===== src/rtl/rip_alu_pkg.sv =====
package rip_alu_pkg;
  typedef enum logic [3:0] {
    OP_AND  = 4'b0000,
    OP_OR   = 4'b0001,
    OP_ADD  = 4'b0010,
    OP_SUB  = 4'b0110,
    OP_SLT  = 4'b0111,
    OP_SLTU = 4'b1111
  } alu_op_e;

  typedef enum logic [1:0] {
    SEL_AND  = 2'd0,
    SEL_OR   = 2'd1,
    SEL_SUM  = 2'd2,
    SEL_LESS = 2'd3
  } slice_sel_e;
endpackage


===== src/rtl/rip_alu_decode.sv =====
module rip_alu_decode
  import rip_alu_pkg::*;
(
  input  logic [3:0] op_i,
  output slice_sel_e sel_o,
  output logic       binv_o,
  output logic       valid_o,
  output logic       arith_o,
  output logic       ovf_en_o,
  output logic       unsigned_o
);
  always_comb begin
    sel_o      = SEL_AND;
    binv_o     = 1'b0;
    valid_o    = 1'b1;
    arith_o    = 1'b0;
    ovf_en_o   = 1'b0;
    unsigned_o = 1'b0;
    case (op_i)
      OP_AND: sel_o = SEL_AND;
      OP_OR:  sel_o = SEL_OR;
      OP_ADD, OP_SUB: begin
        sel_o    = SEL_SUM;
        binv_o   = op_i[2];
        arith_o  = 1'b1;
        ovf_en_o = 1'b1;
      end
      OP_SLT, OP_SLTU: begin
        sel_o      = SEL_LESS;
        binv_o     = op_i[2];
        arith_o    = 1'b1;
        unsigned_o = op_i[3];
      end
      default: valid_o = 1'b0;
    endcase
  end
endmodule


===== src/rtl/rip_alu_slice.sv =====
module rip_alu_slice
  import rip_alu_pkg::*;
(
  input  logic       a_i,
  input  logic       b_i,
  input  logic       carry_i,
  input  logic       binv_i,
  input  logic       less_i,
  input  slice_sel_e sel_i,
  output logic       res_o,
  output logic       carry_o
);
  logic b_eff, prop, sum;

  assign b_eff   = b_i ^ binv_i;
  assign prop    = a_i ^ b_eff;
  assign sum     = prop ^ carry_i;
  assign carry_o = (a_i & b_eff) | (carry_i & prop);

  always_comb begin
    case (sel_i)
      SEL_AND: res_o = a_i & b_i;
      SEL_OR:  res_o = a_i | b_i;
      SEL_SUM: res_o = sum;
      default: res_o = less_i;
    endcase
  end
endmodule


===== src/rtl/rip_alu_chain.sv =====
module rip_alu_chain
  import rip_alu_pkg::*;
#(
  parameter int WIDTH = 32
) (
  input  logic [WIDTH-1:0] a_i,
  input  logic [WIDTH-1:0] b_i,
  input  logic             binv_i,
  input  logic             less_i,
  input  slice_sel_e       sel_i,
  output logic [WIDTH-1:0] res_o,
  output logic             msb_cin_o,
  output logic             carry_o
);
  for (genvar i = 0; i < WIDTH; i++) begin : g_bit
    logic cin, cout, lin;
    if (i == 0) begin : g_lsb
      assign cin = binv_i;  // +1 turns ~b into -b
      assign lin = less_i;
    end else begin : g_mid
      assign cin = g_bit[i-1].cout;
      assign lin = 1'b0;
    end
    rip_alu_slice u_slice (
      .a_i    (a_i[i]),
      .b_i    (b_i[i]),
      .carry_i(cin),
      .binv_i (binv_i),
      .less_i (lin),
      .sel_i  (sel_i),
      .res_o  (res_o[i]),
      .carry_o(cout)
    );
  end

  assign msb_cin_o = g_bit[WIDTH-1].cin;
  assign carry_o   = g_bit[WIDTH-1].cout;
endmodule


===== src/rtl/rip_alu_flags.sv =====
module rip_alu_flags (
  input  logic a_msb_i,
  input  logic b_msb_i,
  input  logic binv_i,
  input  logic msb_cin_i,
  input  logic cout_i,
  input  logic ovf_en_i,
  input  logic unsigned_i,
  output logic less_o,
  output logic ovf_o
);
  logic b_eff, sum_msb, ovf_raw;

  assign b_eff   = b_msb_i ^ binv_i;
  assign sum_msb = a_msb_i ^ b_eff ^ msb_cin_i;
  // sign rule: like-signed addends, result sign flipped
  assign ovf_raw = (a_msb_i ^ sum_msb) & (b_eff ^ sum_msb);
  assign less_o  = unsigned_i ? ~cout_i : (sum_msb ^ ovf_raw);
  assign ovf_o   = ovf_en_i & ovf_raw;
endmodule


===== src/rtl/rip_alu.sv =====
module rip_alu
  import rip_alu_pkg::*;
#(
  parameter int WIDTH = 32
) (
  input  logic [WIDTH-1:0] a_i,
  input  logic [WIDTH-1:0] b_i,
  input  logic [3:0]       op_i,
  output logic [WIDTH-1:0] res_o,
  output logic             carry_o,
  output logic             ovf_o,
  output logic             zero_o
);
  slice_sel_e       sel;
  logic             binv, valid, arith, ovf_en, is_unsigned;
  logic             less, msb_cin, cout, ovf_raw;
  logic [WIDTH-1:0] chain_res;

  rip_alu_decode u_dec (
    .op_i      (op_i),
    .sel_o     (sel),
    .binv_o    (binv),
    .valid_o   (valid),
    .arith_o   (arith),
    .ovf_en_o  (ovf_en),
    .unsigned_o(is_unsigned)
  );

  rip_alu_chain #(.WIDTH(WIDTH)) u_chain (
    .a_i      (a_i),
    .b_i      (b_i),
    .binv_i   (binv),
    .less_i   (less),
    .sel_i    (sel),
    .res_o    (chain_res),
    .msb_cin_o(msb_cin),
    .carry_o  (cout)
  );

  rip_alu_flags u_flags (
    .a_msb_i   (a_i[WIDTH-1]),
    .b_msb_i   (b_i[WIDTH-1]),
    .binv_i    (binv),
    .msb_cin_i (msb_cin),
    .cout_i    (cout),
    .ovf_en_i  (ovf_en),
    .unsigned_i(is_unsigned),
    .less_o    (less),
    .ovf_o     (ovf_raw)
  );

  assign res_o   = valid ? chain_res : '0;
  assign carry_o = arith & cout;
  assign ovf_o   = ovf_raw;
  assign zero_o  = ~|res_o;
endmodule


===== config.mk =====
export PLATFORM = sky130hd
export DESIGN_NAME = rip_alu
export DESIGN_NICKNAME = d
export VERILOG_FILES = /design/src/rtl/rip_alu_pkg.sv /design/src/rtl/rip_alu_decode.sv /design/src/rtl/rip_alu_slice.sv /design/src/rtl/rip_alu_chain.sv /design/src/rtl/rip_alu_flags.sv /design/src/rtl/rip_alu.sv
export SDC_FILE = /design/constraint.sdc
export NUM_CORES = 1
export LEC_CHECK = 0
export CORE_MARGIN = 2
export CORE_UTILIZATION = 45
export DETAILED_ROUTE_END_ITERATION = 10
export GPL_ROUTABILITY_DRIVEN = 0
export GPL_TIMING_DRIVEN = 1
export PLACE_DENSITY = 0.91
export SLEW_MARGIN = 5
export SYNTH_ARGS = -nofsm -noshare
export SYNTH_HDL_FRONTEND = slang
export SYNTH_SLANG_ARGS = --single-unit

===== constraint.sdc =====
create_clock -name vclk -period 26.8
set_input_delay 5.36 -clock vclk [all_inputs]
set_output_delay 5.36 -clock vclk [all_outputs]
set_load 0.03 [all_outputs]

# Word level (Yosys, flattened, before mapping)
# Index checks and enable logic that the tools add are counted.
# Widths: inputs -> output; s select.
[word_totals] reg_bits=0 latch_bits=0 ram_bits=0 romBits=0 output_inout_bits=35 elab_cells=318 mem_count=0
[classes] n_addsub=0 mul=0 div=0 n_lt_le_gt_ge=0 eq_ne=7 n_shift=0 mux=40 bitwise=263 n_reduce_logical=8
[ops] cell="$and 1x1->1" count=99
[ops] cell="$xor 1x1->1" count=99
[ops] cell="$pmux 1 s3" count=32
[ops] cell="$or 1x1->1" count=64
[ops] cell="$mux 32" count=1
[ops] cell="$reduce_or 32->1" count=1
[ops] cell="$eq 4x3->1 const B" count=2
[ops] cell="$mux 1" count=6
[ops] cell="$pmux 2 s3" count=1
[ops] cell="$reduce_or 6->1" count=1
[ops] cell="$eq 4x1->1 const B" count=1
[ops] cell="$eq 4x2->1 const B" count=1
[ops] cell="$eq 4x4->1 const B" count=1
[ops] cell="$logic_not 4->1" count=1
[ops] cell="$reduce_or 2->1" count=2
[ops] cell="$reduce_or 4->1" count=1
[ops] cell="$eq 2x1->1 const B" count=1
[ops] cell="$eq 2x2->1 const B" count=1
[ops] cell="$logic_not 2->1" count=1
[ops] cell="$logic_not 1->1" count=1
[ops] cell="$not 1->1" count=1

# Depth between registers and ports, before layout
[logic_depth] depth_word=76 ltp_mapped=43

# By module
# Synthesis repeated with hierarchy kept, for this count alone.
[unflattened] cells_unflattened=228 hier_area_um2=2459.9
[modules_own_cells] mod="rip_alu_slice" instances=32 cells_each=5 area_each_um2=62.6 seq_area_each_um2=0.0
[modules_own_cells] mod="rip_alu" instances=1 cells_each=47 area_each_um2=312.8 seq_area_each_um2=0.0
[modules_own_cells] mod="rip_alu_decode" instances=1 cells_each=13 area_each_um2=71.3 seq_area_each_um2=0.0
[modules_own_cells] mod="rip_alu_flags" instances=1 cells_each=7 area_each_um2=70.1 seq_area_each_um2=0.0
[modules_own_cells] mod="rip_alu_chain" instances=1 cells_each=1 area_each_um2=3.8 seq_area_each_um2=0.0

# Worst setup path before layout
# OpenSTA, ideal clock, no wires.
[synth_path] path_type="input to output" start="in op_i[2]" end="out zero_o" arrival_ps=19170 required_time_ps=21440 setup_slack_ps=2270 stages=43 n_path_buf=2 path_cell_list="buf_4 -> and2_2 -> o21a_1 -> nand2_1 -> buf_1 -> xnor2_1 -> fa_1 -> fa_1 -> fa_1 -> fa_1 -> fa_1 -> fa_1 -> fa_1 -> fa_1 -> fa_1 -> fa_1 -> fa_1 -> fa_1 -> [7 not listed] -> fa_1 -> fa_1 -> fa_1 -> fa_1 -> fa_1 -> fa_1 -> fa_1 -> fa_1 -> fa_1 -> inv_1 -> fa_1 -> fa_1 -> fa_1 -> inv_1 -> a21oi_1 -> nor4b_2 -> nand3_1 -> a2111oi_2"
[synth_via] elab_chain_len=76 elab_cells_between_ends=250 cone_classes="eq/ne (7); mux (38); bitwise (197); reduce/logical (8)"
[synth_lines] item="from (decl)" line_no="rip_alu.sv:8" text="input logic [3:0] op_i,"
[synth_lines] item="$eq 4x2->1 (tied with other cells)" line_no="rip_alu_decode.sv:19" text="case (op_i)"
[synth_lines] item="$reduce_or 4->1 (no line)"
[synth_lines] item="$mux 1" line_no="rip_alu_decode.sv:19"
[synth_lines] item="$xor 1x1->1" line_no="rip_alu_slice.sv:15" text="assign b_eff = b_i ^ binv_i;"
[synth_lines] item="$xor 1x1->1" line_no="rip_alu_slice.sv:16" text="assign prop = a_i ^ b_eff;"
[synth_lines] item="$and 1x1->1" line_no="rip_alu_slice.sv:18" text="assign carry_o = (a_i & b_eff) | (carry_i & prop);"
[synth_lines] item="$or 1x1->1" line_no="rip_alu_slice.sv:18"
[synth_lines] item="$and 1x1->1" line_no="rip_alu_slice.sv:18"
[synth_lines] item="[60 not listed]"
[synth_lines] item="$xor 1x1->1" line_no="rip_alu_flags.sv:17" text="assign ovf_raw = (a_msb_i ^ sum_msb) & (b_eff ^ sum_msb);"
[synth_lines] item="$and 1x1->1" line_no="rip_alu_flags.sv:17"
[synth_lines] item="$xor 1x1->1" line_no="rip_alu_flags.sv:18" text="assign less_o = unsigned_i ? ~cout_i : (sum_msb ^ ovf_raw);"
[synth_lines] item="$mux 1" line_no="rip_alu_flags.sv:18"
[synth_lines] item="$pmux 1 s3" line_no="rip_alu_slice.sv:21" text="case (sel_i)"
[synth_lines] item="$mux 32 (*)" line_no="rip_alu.sv:52" text="assign res_o = valid ? chain_res : '0;"
[synth_lines] item="$reduce_or 32->1 (*)" line_no="rip_alu.sv:55" text="assign zero_o = ~|res_o;"
[synth_lines] item="$logic_not 1->1 (*)" line_no="rip_alu.sv:55"
[synth_lines] item="to (decl)" line_no="rip_alu.sv:12" text="output logic zero_o"
# Every way passes the cells marked *; elsewhere a longest branch is shown, timed or not.

# Worst setup path after layout
# Same ends and word-level chain as after synthesis.

==> insert_results.sql <==
INSERT INTO impl_metrics (metric_group, metric, value, unit) VALUES
('floorplan', 'floorplan.die.height', '77.0', 'µm'),
('grt', 'global_route_total_usage_across_every_layer', '28.0', '%'),
('grt', 'grt_pass1_vias', '2874', ''),
('grt', 'number_of_antenna_violations_at_the_first_check_in_global_routing', '0', ''),
('layout', 'layout.clock_buffers', '0', ''),
('power', 'power.net_switching', '0.0410', 'mW'),
('run', 'maxCapViolCount', '0', ''),
('place', 'post-dp-hpwl', '6640', 'µm'),
('power', 'internal_power', '0.0353', 'mW'),
('sta', 'setup_viol_count_final', '0', ''),
('sta', 'final_max_slew_viol_count', '0', ''),
('drt', 'drc', '0', ''),
('power', 'pwr-share-comb', '100.0', '%'),
('power', 'power.density_cell_area', '22.3', 'nW/µm²'),
('drt', 'dr_wl_met3', '859', 'µm'),
('power', 'max_ir_drop_vdd', '0.0122', 'mV'),
('drt', 'drtIter0Drc', '329', ''),
('worst_setup_path', 'startpoint_type', 'primary input', ''),
('sta', 'report.final.hold_viol_count', '0', ''),
('layout', 'fin_nets', '491', ''),
('floorplan', 'floorplan.die_area', '5930', 'µm²'),
('min_path', 'timing.hold.worst.start', 'a_i[27]', ''),
('power', 'clock_power_share', '0', '%'),
('sta', 'finalSetupTns', '0', 'ps'),
('logic_synthesis', 'syn-instance-count', '300', ''),
('layout', 'seq_area', '0', 'µm²'),
('drt', 'drt_pre_antenna_iters', '7', ''),
('clock_network', 'hold_buffers', '0', ''),
('layout', 'sequential_cells', '0', ''),
('clock_network', 'cts.repair.resized', '0', ''),
('grt', 'global_route_wire_length_before_repair', '13800', 'µm'),
('min_path', 'hold_path_end', 'res_o[27]', ''),
('sta', 'top_achievable_clock_speed', '38.6', 'MHz'),
('drt', 'post_drt_via_cell_ratio', '6.41', ''),
('logic_synthesis', 'netlist-cell-type-count', '54', ''),
('sta', 'slew_headroom', '22.5', '%'),
('logic_synthesis', 'synth.yosys.seq_area_share', '0', '%'),
('sta', 'rsz0062_at_grt', 'false', ''),
('sta', 'min_period_over_period', '96.6', '%'),
('drt', 'vias', '2930', ''),
('min_path', 'timing.hold.worst.class', 'in2out', ''),
('floorplan', 'die-width', '77.0', 'µm'),
('grt', 'grt_max_degree', '34', ''),
('logic_synthesis', 'yosys_warnings', '0', ''),
('logic_synthesis', 'syn-cell-area', '2400', 'µm²'),
('power', 'power_frac_seq', '0', '%'),
('logic_synthesis', 'synth_nets', '402', ''),
('floorplan', 'placementRows', '26', ''),
('sta', 'post-route-min-period', '25890', 'ps'),
('place', 'io_buffers', '103', ''),
('layout', 'area_delta_synth_final', '42.4', '%'),
('power', 'totalPowerFinal', '0.0763', 'mW'),
('drt', 'routedWlPerCell', '18.7', 'µm'),
('layout', 'diodes', '0', ''),
('drt', 'm1WireLength', '3250', 'µm'),
('drt', 'route.final.wire_length', '8530', 'µm'),
('worst_setup_path', 'crit_required', '21440', 'ps'),
('worst_setup_path', 'timing.critical_path.to_type', 'primary output', ''),
('drt', 'dr.max_layer_used', 'met4', ''),
('drt', 'final_antenna_violating_net_count', '0', ''),
('run_status', 'status', 'completed', ''),
('sta', 'tightest_slew', '1160', 'ps'),
('clock_network', 'cts_setup_buffers', '0', ''),
('worst_setup_path', 'max_stage_delay', '750', 'ps'),
('floorplan', 'ioPinCount', '103', ''),
('worst_setup_path', 'timing.critical_path.mode_cell', 'fa_1', ''),
('grt', 'leftover_overflow_at_the_end_of_global_routing', '0', ''),
('worst_setup_path', 'timing_worst_setup_path_type', 'in2out', ''),
('worst_setup_path', 'library_cell_contributing_the_largest_single_delay_on_the_critical_path', 'clkdlybuf4s50_1', ''),
('logic_synthesis', 'synth.avg_cell_area', '7.99', 'µm²'),
('min_path', 'min_delay_path_depth', '4', ''),
('layout', 'n_fill_cell', '461', ''),
('drt', 'met2WireLength', '4250', 'µm'),
('floorplan', 'fp.coreArea', '5140', 'µm²'),
('worst_setup_path', 'arrival', '20530', 'ps'),
('layout', 'finalCoreUtilization', '66.4', '%'),
('floorplan', 'initial_utilization', '46.6', '%'),
('worst_setup_path', 'critical_path.max_fanout', '30', ''),
('power', 'p_leak', '1.19', 'nW'),
('power', 'netSwitchingFraction', '53.7', '%'),
('layout', 'drive_gt1_share', '5.68', '%');
layout make-up:
type                            instances  area (µm²)  share of cell area [%]
Tap cell                               70        87.6                    2.57
Multi-Input combinational cell        268        2220                    64.9
Inverter                               11        41.3                    1.21
Timing Repair Buffer                  108        1070                    31.3
cell usage in the layout (no fill, tap or decap), types with 7 or more instances in the layout:
master and n:
a21oi_1 9, a22oi_1 14, o22ai_1 7, nand2_1 21, nor2_1 35, inv_1 10
a32oi_1 8, fa_1 32, nand3_1 8, xnor2_1 29, o21ai_0 20, a22o_1 8
clkdlybuf4s50_1 103, o211ai_1 10
cell families after synthesis:
kind of cell	synth area share (%)
compound gates	33.6
xor+xnor	11.3
fa+ha+maj	28.2
buf+inv	7.52
simple gates	19.4
cells in the mapped netlist (2+ instances only):
cell | n | area share (%)
buf_6 | 6 | 2.8
o211ai_1 | 10 | 3.1
nand4_1 | 4 | 1.0
nor2_1 | 35 | 5.5
clkbuf_1 | 5 | 0.78
nor3_1 | 2 | 0.42
and2_1 | 4 | 1.0
ha_1 | 2 | 1.0
o221a_1 | 3 | 1.4
xnor2_1 | 29 | 11
inv_1 | 10 | 1.6
o21ai_0 | 20 | 4.2
buf_1 | 2 | 0.31
o22ai_1 | 7 | 1.8
buf_2 | 6 | 1.3
nand2_1 | 21 | 3.3
a31oi_1 | 6 | 1.6
o21ai_1 | 3 | 0.63
buf_4 | 2 | 0.63
a32oi_1 | 8 | 2.9
a222oi_1 | 5 | 2.1
or2_2 | 5 | 1.3
o21a_1 | 5 | 1.6
a21oi_1 | 9 | 1.9
xor2_1 | 2 | 0.73
nand3_1 | 8 | 1.7
a22o_1 | 8 | 2.9
o221a_2 | 3 | 1.4
fa_1 | 32 | 27
a22oi_1 | 14 | 4.4
per-stage QoR:
step	cells	hold WS, ps	worst slack, ps	cell area [µm²]
floorplan	300	10970	2270	2400
global placement	457	11970	1520	3410
detailed placement	457	11970	1050	3410
CTS	457	11980	1000	3410
global route	457	12030	523	3410
finish	457	11980	909	3410
power by group through the flow:
stage                     Sequential [mW]  Combinational [mW]  Clock (mW)
after CTS                               0              0.0753           0
after detailed placement                0              0.0749           0
after global routing                    0              0.0830           0
after global placement                  0              0.0722           0
after floorplan                         0              0.0453           0
final                                   0              0.0763           0
how the worst max path moves through the flow:
stage	endpoint	startpoint	slack, ps
2_1_floorplan	zero_o	op_i[2]	2270
3_3_place_gp	zero_o	op_i[3]	1520
3_5_place_dp	zero_o	op_i[2]	1050
4_1_cts	zero_o	op_i[2]	1000
5_1_grt	zero_o	op_i[2]	520
6_report	zero_o	op_i[2]	910
layer usage:
layer,global-route usage [%],vias to the layer above
met1,35.1,1407
met5,0,-
li1,-,1287
met2,49.7,219
met4,7.68,0
met3,4.47,17
critical path: cells and delay by family:
family / cells / cell delay, ps
adders and majority gates: 30 / 11490
buffers and inverters: 5 / 1960
xor gates and xnor gates: 1 / 160
AOI/OAI and AO/OA: 3 / 780
and+or+nand+nor: 4 / 790
(Power assumes the default switching activity.)
